--- config.mk ---
export PLATFORM = sky130hd
export DESIGN_NAME = spi_burst_master
export DESIGN_NICKNAME = d
export VERILOG_FILES = /design/src/rtl/spi_burst_pkg.sv /design/src/rtl/spi_burst_fifo.sv /design/src/rtl/spi_burst_engine.sv /design/src/rtl/spi_burst_master.sv
export SDC_FILE = /design/constraint.sdc
export NUM_CORES = 1
export LEC_CHECK = 0
export ABC_AREA = 1
export BUFFER_PORTS_ARGS = -buffer_cell sky130_fd_sc_hd__buf_4
export CORE_MARGIN = 1.5
export CORE_UTILIZATION = 40
export DETAILED_ROUTE_END_ITERATION = 6
export GPL_TIMING_DRIVEN = 0
export PLACE_DENSITY = 0.6
export SYNTH_ARGS = -nofsm -noshare
export SYNTH_HDL_FRONTEND = slang
export SYNTH_SLANG_ARGS = --single-unit
--- constraint.sdc ---
create_clock -name clk -period 2.8 [get_ports clk]
set_input_delay 0.56 -clock clk [delete_from_list [all_inputs] [get_ports clk]]
set_output_delay 0.56 -clock clk [all_outputs]
set_load 0.005 [all_outputs]
--- src/rtl/spi_burst_pkg.sv ---
package spi_burst_pkg;
    localparam int unsigned DATA_W = 32;

    localparam logic [2:0] ADDR_RXD   = 3'd0;
    localparam logic [2:0] ADDR_TXD   = 3'd1;
    localparam logic [2:0] ADDR_CTRL  = 3'd2;
    localparam logic [2:0] ADDR_INTEN = 3'd3;
    localparam logic [2:0] ADDR_STAT  = 3'd4;
    localparam logic [2:0] ADDR_TEST  = 3'd5;

    localparam int unsigned B_EN    = 0;
    localparam int unsigned B_MSTR  = 1;
    localparam int unsigned B_START = 2;
    localparam int unsigned B_CPOL  = 4;
    localparam int unsigned B_CPHA  = 5;
    localparam int unsigned B_SPOL  = 7;

    typedef enum logic [2:0] {
        ENG_IDLE,
        ENG_FETCH,
        ENG_HALF_A,
        ENG_HALF_B,
        ENG_STORE,
        ENG_DONE
    } eng_state_e;

    typedef struct packed {
        logic       cpol;
        logic       cpha;
        logic [4:0] wlen_m1;
    } shift_cfg_t;
endpackage

--- src/rtl/spi_burst_fifo.sv ---
module spi_burst_fifo #(
    parameter int unsigned WIDTH = 32,
    parameter int unsigned DEPTH = 16
) (
    input  logic                       clk,
    input  logic                       rst_n,
    input  logic                       flush,
    input  logic                       push,
    input  logic [WIDTH-1:0]           wdata,
    input  logic                       pop,
    output logic [WIDTH-1:0]           rdata,
    output logic [$clog2(DEPTH):0]     count,
    output logic                       full,
    output logic                       empty
);
    localparam int unsigned AW = $clog2(DEPTH);
    localparam logic [AW-1:0] LAST = AW'(DEPTH - 1);

    logic [WIDTH-1:0] mem [DEPTH];
    logic [AW-1:0]    wp, rp;
    logic             do_push, do_pop;

    assign full    = (count == (AW+1)'(DEPTH));
    assign empty   = (count == '0);
    assign do_push = push && !full;
    assign do_pop  = pop && !empty;
    assign rdata   = mem[rp];

    always_ff @(posedge clk) begin
        if (do_push) mem[wp] <= wdata;
    end

    always_ff @(posedge clk or negedge rst_n) begin
        if (!rst_n) begin
            wp    <= '0;
            rp    <= '0;
            count <= '0;
        end else if (flush) begin
            wp    <= '0;
            rp    <= '0;
            count <= '0;
        end else begin
            if (do_push) wp <= (wp == LAST) ? '0 : wp + 1'b1;
            if (do_pop)  rp <= (rp == LAST) ? '0 : rp + 1'b1;
            count <= count + (AW+1)'(do_push) - (AW+1)'(do_pop);
        end
    end

    p_count_bound_r11: assert property (@(posedge clk) disable iff (!rst_n)
        count <= (AW+1)'(DEPTH));
    p_flush_empties_r12: assert property (@(posedge clk) disable iff (!rst_n)
        flush |=> empty);
endmodule

--- src/rtl/spi_burst_engine.sv ---
module spi_burst_engine
    import spi_burst_pkg::*;
#(
    parameter int unsigned DEPTH = 16
) (
    input  logic                       clk,
    input  logic                       rst_n,
    input  logic                       go,
    input  shift_cfg_t                 cfg,
    input  logic [$clog2(DEPTH)-1:0]   words_m1,
    input  logic                       bit_tick,
    input  logic                       tx_empty,
    input  logic [DATA_W-1:0]          tx_word,
    output logic                       tx_pop,
    output logic                       rx_push,
    output logic [DATA_W-1:0]          rx_word,
    input  logic                       miso,
    output logic                       sclk,
    output logic                       mosi,
    output logic                       sel_active,
    output logic                       busy,
    output logic                       done
);
    localparam int unsigned AW = $clog2(DEPTH);

    eng_state_e        state, nxt;
    logic [DATA_W-1:0] tx_sh, rx_sh;
    logic [4:0]        bit_cnt;
    logic [AW-1:0]     word_cnt;
    logic              first_bit;
    logic [DATA_W-1:0] mask;

    always_ff @(posedge clk or negedge rst_n) begin
        if (!rst_n) state <= ENG_IDLE;
        else        state <= nxt;
    end

    always_comb begin
        nxt = state;
        unique case (state)
            ENG_IDLE:   if (go) nxt = ENG_FETCH;
            ENG_FETCH:  if (!tx_empty) nxt = ENG_HALF_A;
            ENG_HALF_A: if (bit_tick) nxt = ENG_HALF_B;
            ENG_HALF_B: if (bit_tick) nxt = (bit_cnt == '0) ? ENG_STORE : ENG_HALF_A;
            ENG_STORE:  nxt = (word_cnt == words_m1) ? ENG_DONE : ENG_FETCH;
            ENG_DONE:   nxt = ENG_IDLE;
            default:    nxt = ENG_IDLE;
        endcase
    end

    always_ff @(posedge clk or negedge rst_n) begin
        if (!rst_n) begin
            tx_sh     <= '0;
            rx_sh     <= '0;
            bit_cnt   <= '0;
            word_cnt  <= '0;
            first_bit <= 1'b0;
        end else begin
            unique case (state)
                ENG_IDLE: if (go) word_cnt <= '0;
                ENG_FETCH: if (!tx_empty) begin
                    tx_sh     <= tx_word;
                    rx_sh     <= '0;
                    bit_cnt   <= cfg.wlen_m1;
                    first_bit <= 1'b1;
                end
                ENG_HALF_A: if (bit_tick) begin
                    first_bit <= 1'b0;
                    if (!cfg.cpha)      rx_sh <= {rx_sh[DATA_W-2:0], miso};
                    else if (!first_bit) tx_sh <= tx_sh << 1;
                end
                ENG_HALF_B: if (bit_tick) begin
                    if (!cfg.cpha) tx_sh <= tx_sh << 1;
                    else           rx_sh <= {rx_sh[DATA_W-2:0], miso};
                    if (bit_cnt != '0) bit_cnt <= bit_cnt - 1'b1;
                end
                ENG_STORE: if (word_cnt != words_m1) word_cnt <= word_cnt + 1'b1;
                default: ;
            endcase
        end
    end

    assign mask = {DATA_W{1'b1}} >> (5'd31 - cfg.wlen_m1);

    always_comb begin
        sclk       = cfg.cpol ^ (state == ENG_HALF_B);
        mosi       = tx_sh[cfg.wlen_m1];
        tx_pop     = (state == ENG_FETCH) && !tx_empty;
        rx_push    = (state == ENG_STORE);
        rx_word    = rx_sh & mask;
        busy       = (state != ENG_IDLE);
        done       = (state == ENG_DONE);
        sel_active = (state == ENG_FETCH) || (state == ENG_HALF_A) ||
                     (state == ENG_HALF_B) || (state == ENG_STORE);
    end

    p_word_bound_r5: assert property (@(posedge clk) disable iff (!rst_n)
        busy |-> word_cnt <= words_m1);
    p_stall_waits_r7: assert property (@(posedge clk) disable iff (!rst_n)
        (state == ENG_FETCH && tx_empty) |=> state == ENG_FETCH);
    p_push_after_bits_r2: assert property (@(posedge clk) disable iff (!rst_n)
        rx_push |-> $past(state) == ENG_HALF_B);
endmodule

--- src/rtl/spi_burst_master.sv ---
module spi_burst_master
    import spi_burst_pkg::*;
#(
    parameter int unsigned FIFO_DEPTH = 16
) (
    input  logic        clk,
    input  logic        rst_n,
    input  logic        bus_sel,
    input  logic        bus_wr,
    input  logic [2:0]  bus_addr,
    input  logic [31:0] bus_wdata,
    output logic [31:0] bus_rdata,
    output logic        irq,
    input  logic        bit_tick,
    output logic        sclk,
    output logic        mosi,
    input  logic        miso,
    output logic [3:0]  cs
);
    localparam int unsigned AW     = $clog2(FIFO_DEPTH);
    localparam int unsigned NUM_CS = 4;
    localparam logic [AW:0] HALF   = (AW+1)'(FIFO_DEPTH / 2);

    logic [31:0]       ctrl_q;
    logic [7:0]        inten_q;
    logic              tc_q, ro_q;
    logic              wr_any, rd_any, go, flush;
    logic              busy, done, sel_active;
    logic              tx_pop, tx_full, tx_empty, rx_push, rx_full, rx_empty;
    logic [DATA_W-1:0] tx_word, rx_word, rx_head;
    logic [AW:0]       tx_cnt, rx_cnt;
    logic [7:0]        status;
    logic [5:0]        wl_field;
    logic [6:0]        bl_field;
    shift_cfg_t        cfg;
    logic [AW-1:0]     words_m1;

    assign wr_any = bus_sel && bus_wr;
    assign rd_any = bus_sel && !bus_wr;
    assign go     = wr_any && (bus_addr == ADDR_CTRL) && !busy &&
                    bus_wdata[B_EN] && bus_wdata[B_MSTR] && bus_wdata[B_START];
    assign flush  = wr_any && (bus_addr == ADDR_TEST) && (bus_wdata[22] || bus_wdata[23]);

    assign wl_field    = ctrl_q[24:19];
    assign bl_field    = ctrl_q[31:25];
    assign cfg.cpol    = ctrl_q[B_CPOL];
    assign cfg.cpha    = ctrl_q[B_CPHA];
    assign cfg.wlen_m1 = (wl_field > 6'd31) ? 5'd31 : wl_field[4:0];
    assign words_m1    = (bl_field > 7'(FIFO_DEPTH - 1)) ? AW'(FIFO_DEPTH - 1) : bl_field[AW-1:0];

    always_ff @(posedge clk or negedge rst_n) begin
        if (!rst_n) begin
            ctrl_q  <= '0;
            inten_q <= '0;
            tc_q    <= 1'b0;
            ro_q    <= 1'b0;
        end else begin
            if (wr_any && bus_addr == ADDR_CTRL && !busy)
                ctrl_q <= bus_wdata & ~(32'd1 << B_START);
            if (wr_any && bus_addr == ADDR_INTEN)
                inten_q <= bus_wdata[7:0];
            if (done)
                tc_q <= 1'b1;
            else if (wr_any && bus_addr == ADDR_STAT && bus_wdata[7])
                tc_q <= 1'b0;
            if (rx_push && rx_full)
                ro_q <= 1'b1;
            else if (wr_any && bus_addr == ADDR_STAT && bus_wdata[6])
                ro_q <= 1'b0;
        end
    end

    spi_burst_fifo #(.WIDTH(DATA_W), .DEPTH(FIFO_DEPTH)) i_txq (
        .clk(clk), .rst_n(rst_n), .flush(flush),
        .push(wr_any && bus_addr == ADDR_TXD), .wdata(bus_wdata),
        .pop(tx_pop), .rdata(tx_word), .count(tx_cnt),
        .full(tx_full), .empty(tx_empty));

    spi_burst_fifo #(.WIDTH(DATA_W), .DEPTH(FIFO_DEPTH)) i_rxq (
        .clk(clk), .rst_n(rst_n), .flush(flush),
        .push(rx_push), .wdata(rx_word),
        .pop(rd_any && bus_addr == ADDR_RXD), .rdata(rx_head), .count(rx_cnt),
        .full(rx_full), .empty(rx_empty));

    spi_burst_engine #(.DEPTH(FIFO_DEPTH)) i_eng (
        .clk(clk), .rst_n(rst_n), .go(go), .cfg(cfg), .words_m1(words_m1),
        .bit_tick(bit_tick), .tx_empty(tx_empty), .tx_word(tx_word),
        .tx_pop(tx_pop), .rx_push(rx_push), .rx_word(rx_word), .miso(miso),
        .sclk(sclk), .mosi(mosi), .sel_active(sel_active), .busy(busy), .done(done));

    assign status = {tc_q, ro_q, rx_full, rx_cnt >= HALF, !rx_empty,
                     tx_full, tx_cnt >= HALF, tx_empty};
    assign irq    = |(status & inten_q);

    for (genvar g = 0; g < NUM_CS; g++) begin : g_cs
        assign cs[g] = (sel_active && ctrl_q[13:12] == 2'(g)) ? ctrl_q[B_SPOL] : !ctrl_q[B_SPOL];
    end

    always_comb begin
        unique case (bus_addr)
            ADDR_RXD:   bus_rdata = rx_empty ? '0 : rx_head;
            ADDR_CTRL:  bus_rdata = ctrl_q | (32'(busy) << B_START);
            ADDR_INTEN: bus_rdata = {24'd0, inten_q};
            ADDR_STAT:  bus_rdata = {24'd0, status};
            default:    bus_rdata = '0;
        endcase
    end

    p_cs_single_r4: assert property (@(posedge clk) disable iff (!rst_n)
        $onehot0(cs ^ {NUM_CS{!ctrl_q[B_SPOL]}}));
    p_ctrl_frozen_r6: assert property (@(posedge clk) disable iff (!rst_n)
        (busy && $past(busy)) |-> $stable(ctrl_q));
    p_tc_on_finish_r9: assert property (@(posedge clk) disable iff (!rst_n)
        $fell(busy) |-> tc_q);
    p_sclk_idle_r3: assert property (@(posedge clk) disable iff (!rst_n)
        !busy |-> sclk == ctrl_q[B_CPOL]);
endmodule

## Word-level counts from Yosys, hierarchy flattened

Memories as Yosys holds them, arrays and structs flattened.
Index checks and enable logic that the tools add are counted.

- Reductions and logical operators: 61
- Order comparisons: 5
- Equal/unequal tests: 32
- Shift-type cells: 1
- Mux-type cells: 62
- Add/subtract/negate cells: 11
- Bitwise operators: 4

Operator list:

| operator | number |
|---|---|
| $mux W32 | 12 |
| $pmux W32 S3 | 2 |
| $pmux W32 S4 | 1 |
| $mux W4 | 15 |
| $and A32 B32 Y32 | 1 |
| $or A32 B3 Y32 | 1 |
| $shr A32 B5 Y32 const A | 1 |
| $mux W5 | 6 |
| $logic_and A1 B1 Y1 | 25 |
| $add A4 B1 Y4 const B | 5 |
| $mux W3 | 6 |
| $ne A2 B2 Y1 const B | 9 |
| $reduce_bool A2 Y1 | 9 |
| $eq A4 B4 Y1 const B | 4 |
| $logic_not A5 Y1 | 3 |
| $mux W1 | 15 |
| $pmux W3 S5 | 1 |
| $eq A3 B2 Y1 const B | 4 |
| $eq A3 B3 Y1 const B | 4 |
| $add A5 B1 Y5 | 2 |
| $eq A5 B5 Y1 const B | 2 |
| $ge A5 B4 Y1 const B | 2 |
| $pmux W5 S2 | 1 |
| $sub A5 B1 Y5 | 2 |
| 27 further kinds | 43 |

- RAM bits: 1,024
- Logic and storage cells: 194
- Input bits: 41
- Output and inout bits: 39
- Flip-flop bits (word level): 144
- Memories: 2

Memories:

| memory | words | bits a word | read ports | clocked after Yosys merged registers in | wr ports | RTL line | text |
|---|---|---|---|---|---|---|---|
| i_rxq.mem | 16 | 32 | 1 | 0 | 1 | spi_burst_fifo.sv:19 | `logic [WIDTH-1:0] mem [DEPTH];` |
| i_txq.mem | 16 | 32 | 1 | 0 | 1 | spi_burst_fifo.sv:19 |  |

## Depth between registers and ports, before layout

- Depth after elaboration: 8
- Depth in mapped cells: 17
- Depth with buffers taken out: 17

## By module

A second synthesis with hierarchy kept.

- Cells, all modules: 5,502
- Area total of the unflattened synthesis: 52,679.3 um2

By module, submodules not included:

| module | seq. area each (um2) | cells an instance | area an instance (um2) | times used |
|---|---|---|---|---|
| spi_burst_fifo (i_txq) | 15,700.1 | 2,321 | 23,231.0 | 1 |
| spi_burst_fifo (i_rxq) | 15,700.1 | 2,128 | 22,317.7 | 1 |
| spi_burst_engine | 1,926.8 | 662 | 4,519.3 | 1 |
| spi_burst_master | 1,026.0 | 391 | 2,611.3 | 1 |

## Worst setup path before layout

OpenSTA, ideal clock, no wires.

- Kind: input to register
- From: in bus_sel
- To: mem i_txq.mem[11][0] (enable)
- Cell stages on the path: 6
- Path buffers: 0
- Arrival time: 2.633 ns
- Path slack: -0.254 ns
- Setup time: 0.421 ns
- Data required time: 2.379 ns
- Cell sequence: nand2_1 -> nor3_1 -> nand3_1 -> clkinv_1 -> nand2_1 -> nor2_1

- Cells in the longest elaborated chain, start to end: 5

RTL lines:

| element | RTL line | text |
|---|---|---|
| from (decl) | spi_burst_master.sv:8 | `input logic bus_sel,` |
| $logic_and A1 B1 Y1 | spi_burst_master.sv:38 | `assign wr_any = bus_sel && bus_wr;` |
| $logic_and A1 B1 Y1 | spi_burst_master.sv:75 | `.push(wr_any && bus_addr == ADDR_TXD), .wdata(bus_wdata),` |
| $logic_and A1 B1 Y1 | spi_burst_fifo.sv:25 | `assign do_push = push && !full;` |
| $mux W1 | spi_burst_fifo.sv:30 | `if (do_push) mem[wp] <= wdata;` |
| $mux W1 (not written as such) | spi_burst_fifo.sv:30 |  |
| to (decl) | spi_burst_fifo.sv:19 |  |

No other way between the ends.

## Final worst setup path

- From: reg i_rxq.rp[0]
- To: out bus_rdata[0]

- Cells in the longest elaborated chain, start to end: 3

RTL lines:

| element | RTL line | text |
|---|---|---|
| from (decl) | spi_burst_fifo.sv:20 | `logic [AW-1:0] wp, rp;` |
| from (signal assigned) | spi_burst_fifo.sv:44 | `if (do_pop) rp <= (rp == LAST) ? '0 : rp + 1'b1;` |
| $mem_v2 Z16 W32 | -- |  |
| $mux W32 | spi_burst_master.sv:101 | `ADDR_RXD: bus_rdata = rx_empty ? '0 : rx_head;` |
| $pmux W32 S4 | spi_burst_master.sv:100 | `unique case (bus_addr)` |
| to (decl) | spi_burst_master.sv:12 | `output logic [31:0] bus_rdata,` |

No other way between the ends.

==> metrics.md <==
| Metric | Value |
|---|---|
| Status | `finished, violations left` |
| Violations in the final reports | `setup timing` |
| Clk buf depth | `3` |
| Slew HR | `between 10% and 20%` |
| Area after DPL | `about 53000 um2` |
| Reg2reg start | `ctrl_q[24]` |
| Ys flop type | `edfxtp_1` |
| Final antenna-violating net count | `0` |
| Post-synthesis average cell area | `about 11 um2` |
| Vias | `approximately 34000` |
| Final WS setup | `-469 ps` |
| Least-Margin Pin Slew | `roughly 1300 ps` |
| Die ar. | `124000 um2` |
| Post-synth top area share | `63.1%` |
| IO Pins | `80` |
| Post-synth EDFFs | `around 1000` |
| Final clock skew | `about 33 ps` |
| Worst setup SP type | `register` |
| FF-to-FF End | `i_rxq.mem[8][9]` |
| Most frequent cells in the layout | `edfxtp_1, nor2_1, nand2_1` |
| # setup viols final | `33` |
| RePlAce Congestion | `approximately 0.88` |
| CP max stage delay | `about 430 ps` |
| Largest cells by area after synthesis | `edfxtp_1, dfrtp_1, nor2_1, nand2_1, o21ai_0` |
| Core area | `about 120000 um2` |
| Layout area overhead | `20.7%` |
| Fmax | `a little over 0.3 GHz` |
| CP startpoint | `i_rxq.rp[0]` |
| First-pass GRT wire length | `roughly 210 mm` |
| Post-synth ARST share | `about an eighth` |
| Final core utilization | `between 40% and 50%` |
| Port buffer count | `79` |
| Gr usage total | `between 20% and 30%` |
| Nets | `~4800` |
| Slowest CP cell | `dfrtp_2` |
| Share of layout cells above drive strength 1 | `between 10% and 20%` |
| Warning count from the yosys run | `0` |
| Yosys reg bits | `1168` |
| Min Tclk post-route | `~3300 ps` |
| Pre-CTS setup slack | `-755 ps` |
| Max FO, Critical Path | `7` |
| Cell accounting for the most synthesized area | `edfxtp_1` |
| TritonRoute pass-1 iters | `6` |
| Finished Cell Area | `58800 um2` |
| Reg-to-reg slack, setup | `roughly 90 ps` |
| Non-Filler Instances | `about 6400` |
| Register area | `approximately 34000 um2` |
| Pwr dens | `952 nW/um2` |
| Vias in the first global route | `approximately 33000` |
| CTS tree | `built` |
| Global-route congestion overflow total | `0` |
| Avg WL per Cell | `about 23 um` |
| Clk pin slew, worst setup/hold paths | `60 ps` |
| Unique masters post-synth | `41` |
| CTS sink count | `around 1200` |
| Placed cells | `slightly above 6000` |
| Crit path to | `bus_rdata[0]` |
| Std cell rows | `roughly 130` |
| DRC viols | `0` |
| Hold crit path type | `in2reg` |
| Worst path required time | `approximately 2200 ps` |
| Crit-path most repeated cell | `buf_12` |
| Unrepaired setup endpoints after global routing | `yes` |
| Mapped Nets | `approximately 4500` |
| Worst hold slack | `approximately 130 ps` |
| WP data arrival | `2710 ps` |
| H-tree levels | `3` |
| Most common cell after layout, fill and taps aside | `edfxtp_1` |
| CTS root buf | `clkbuf_16` |
| Post-synthesis sequential area ratio | `70.4%` |
| HPWL after DPL | `102 mm` |
| Number of DRC markers in iteration 0 | `between 3000 and 4000` |
| Final WL | `146 mm` |
| Total CTS buffers | `119` |
| Filler cell count | `10800` |
| Synth Cell Area | `48800 um2` |
| Area occupied by multi-input gates | `between 10000 and 15000 um2` |
| Critical-path cell list | `buf_12, buf_12, clkbuf_16, buf_12, nor2_4, nor2_1, o21ai_1, nand3_1, nand3_2, nand2_2, nand2_4, nand2_4, buf_6` |
| Worst VDD drop | `approximately 0.00064 V` |
| Via density | `approximately 5.3` |
| Leak Pwr | `roughly 0.022 uW` |
| Critical path type | `reg2out` |
| Slew Viols, Final | `0` |
| Max Cap Viol | `0` |
| Clock latency at the later pin of the worst-skew pair | `720 ps` |
| Synth Instances | `about 4400` |
| Die Y | `between 300 and 400 um` |
| Final Cycle Share | `117%` |
| R2R depth | `9` |
| Final Hold Fails | `0` |
| Initial antenna violation count | `1` |
| Largest net degree at the start of global routing | `92` |
| Die X | `between 300 and 400 um` |
| CP Capture Type | `output port` |
| Initial core utilization | `about two fifths` |
| Worst Hold Depth | `4` |
==> timing repair <==
item / 4_1_cts / 5_1_grt
hold endpoints to repair: 53 / 0
endpoints found under the setup margin: 555 / 229
resized for setup: 349 / 256
cloned: 5 / 9
buffers inserted: 36 / 17
pin swaps: 42 / 101
hold buffers: 1 / 0
==> per-stage QoR <==
step	power (uW)	TNS, ps
detailed placement	38100	-258650
global placement	37800	-1757710
finish	56000	-13140
global route	58800	-15850
CTS	54900	-13970
floorplan	31500	-122690
==> logic make-up after synthesis <==
| logic type | Yosys count | synth area share, % |
|---|---|---|
| AOI/OAI and AO/OA | 760 | 8.33 |
| xor gates and xnor gates | 12 | 0.216 |
| adders and majority gates | 30 | 0.801 |
| buffers and inverters | 403 | 3.55 |
| DFF | 1168 | 70.4 |
| muxes | 1 | 0.0231 |
| and+or+nand+nor | 2054 | 16.6 |
==> layout make-up <==
class	count	area share (%)
multi-input cells	2857	23.6
clock buffers	148	5.35
diodes	2	0.00851
well taps	1612	3.43
repair buffers	192	4.36
plain buffers	243	2.91
clock inverters	68	0.893
flip-flops and latches	1168	58.4
inverters	158	1.07
==> routing by layer <==
layer  wire length, um  track usage (%)  vias up
met5                13                0        -
met4              4660             7.58        2
met3              9150             3.19      249
met2             74500             40.4     1210
met1             58100             29.0    16800
li1                  -                -    15900
==> critical path, delay by kind of cell (launching register included) <==
| kind | cells | cell delay (ps) |
|---|---|---|
| buffers and inverters | 5 | 780 |
| and+or+nand+nor | 7 | 660 |
| DFF | 1 | 430 |
| AOI/OAI and AO/OA | 1 | 100 |
==> flip-flops by register name (all words and copies together) (netlist names), 4 cells and up <==
| signal | count |
|---|---|
| i_eng.bit_cnt | 5 |
| i_txq.mem | 512 |
| inten_q | 8 |
| i_rxq.count | 5 |
| i_eng.word_cnt | 4 |
| i_txq.rp | 4 |
| i_eng.tx_sh | 32 |
| i_txq.wp | 4 |
| i_txq.count | 5 |
| i_rxq.wp | 4 |
| i_eng.rx_sh | 32 |
| ctrl_q | 31 |
| i_rxq.rp | 4 |
| i_rxq.mem | 512 |
==> power by group <==
| part | internal [uW] | leakage (uW) | total (uW) | switching (uW) |
|---|---|---|---|---|
| clock network | 8570 | 0.00182 | 15300 | 6720 |
| registers | 19700 | 0.0114 | 20500 | 778 |
| logic | 6800 | 0.00870 | 20200 | 13400 |
==> synthesized netlist by cell type, drive strengths merged (8+ instances only) <==
cell type	instances
a21oi	50
a21boi	11
nor2	948
nand4	10
a221oi	8
buf	133
dfrtp	144
clkbuf	112
nand2	806
ha	28
edfxtp	1024
nand3	277
clkinv	8
xor2	11
inv	150
o21ai	611
o211ai	66
nor3	10
==> worst min-delay path by stage <==
stage,from,endpoint,slack [ps]
2_1_floorplan,rst_n,ctrl_q[0],260
3_3_place_gp,i_eng.first_bit,i_eng.first_bit,450
3_5_place_dp,i_eng.first_bit,i_eng.first_bit,460
4_1_cts,bit_tick,i_eng.first_bit,90
5_1_grt,bit_tick,i_eng.first_bit,120
6_report,bit_tick,i_eng.first_bit,130
(Power assumes the default switching activity.)
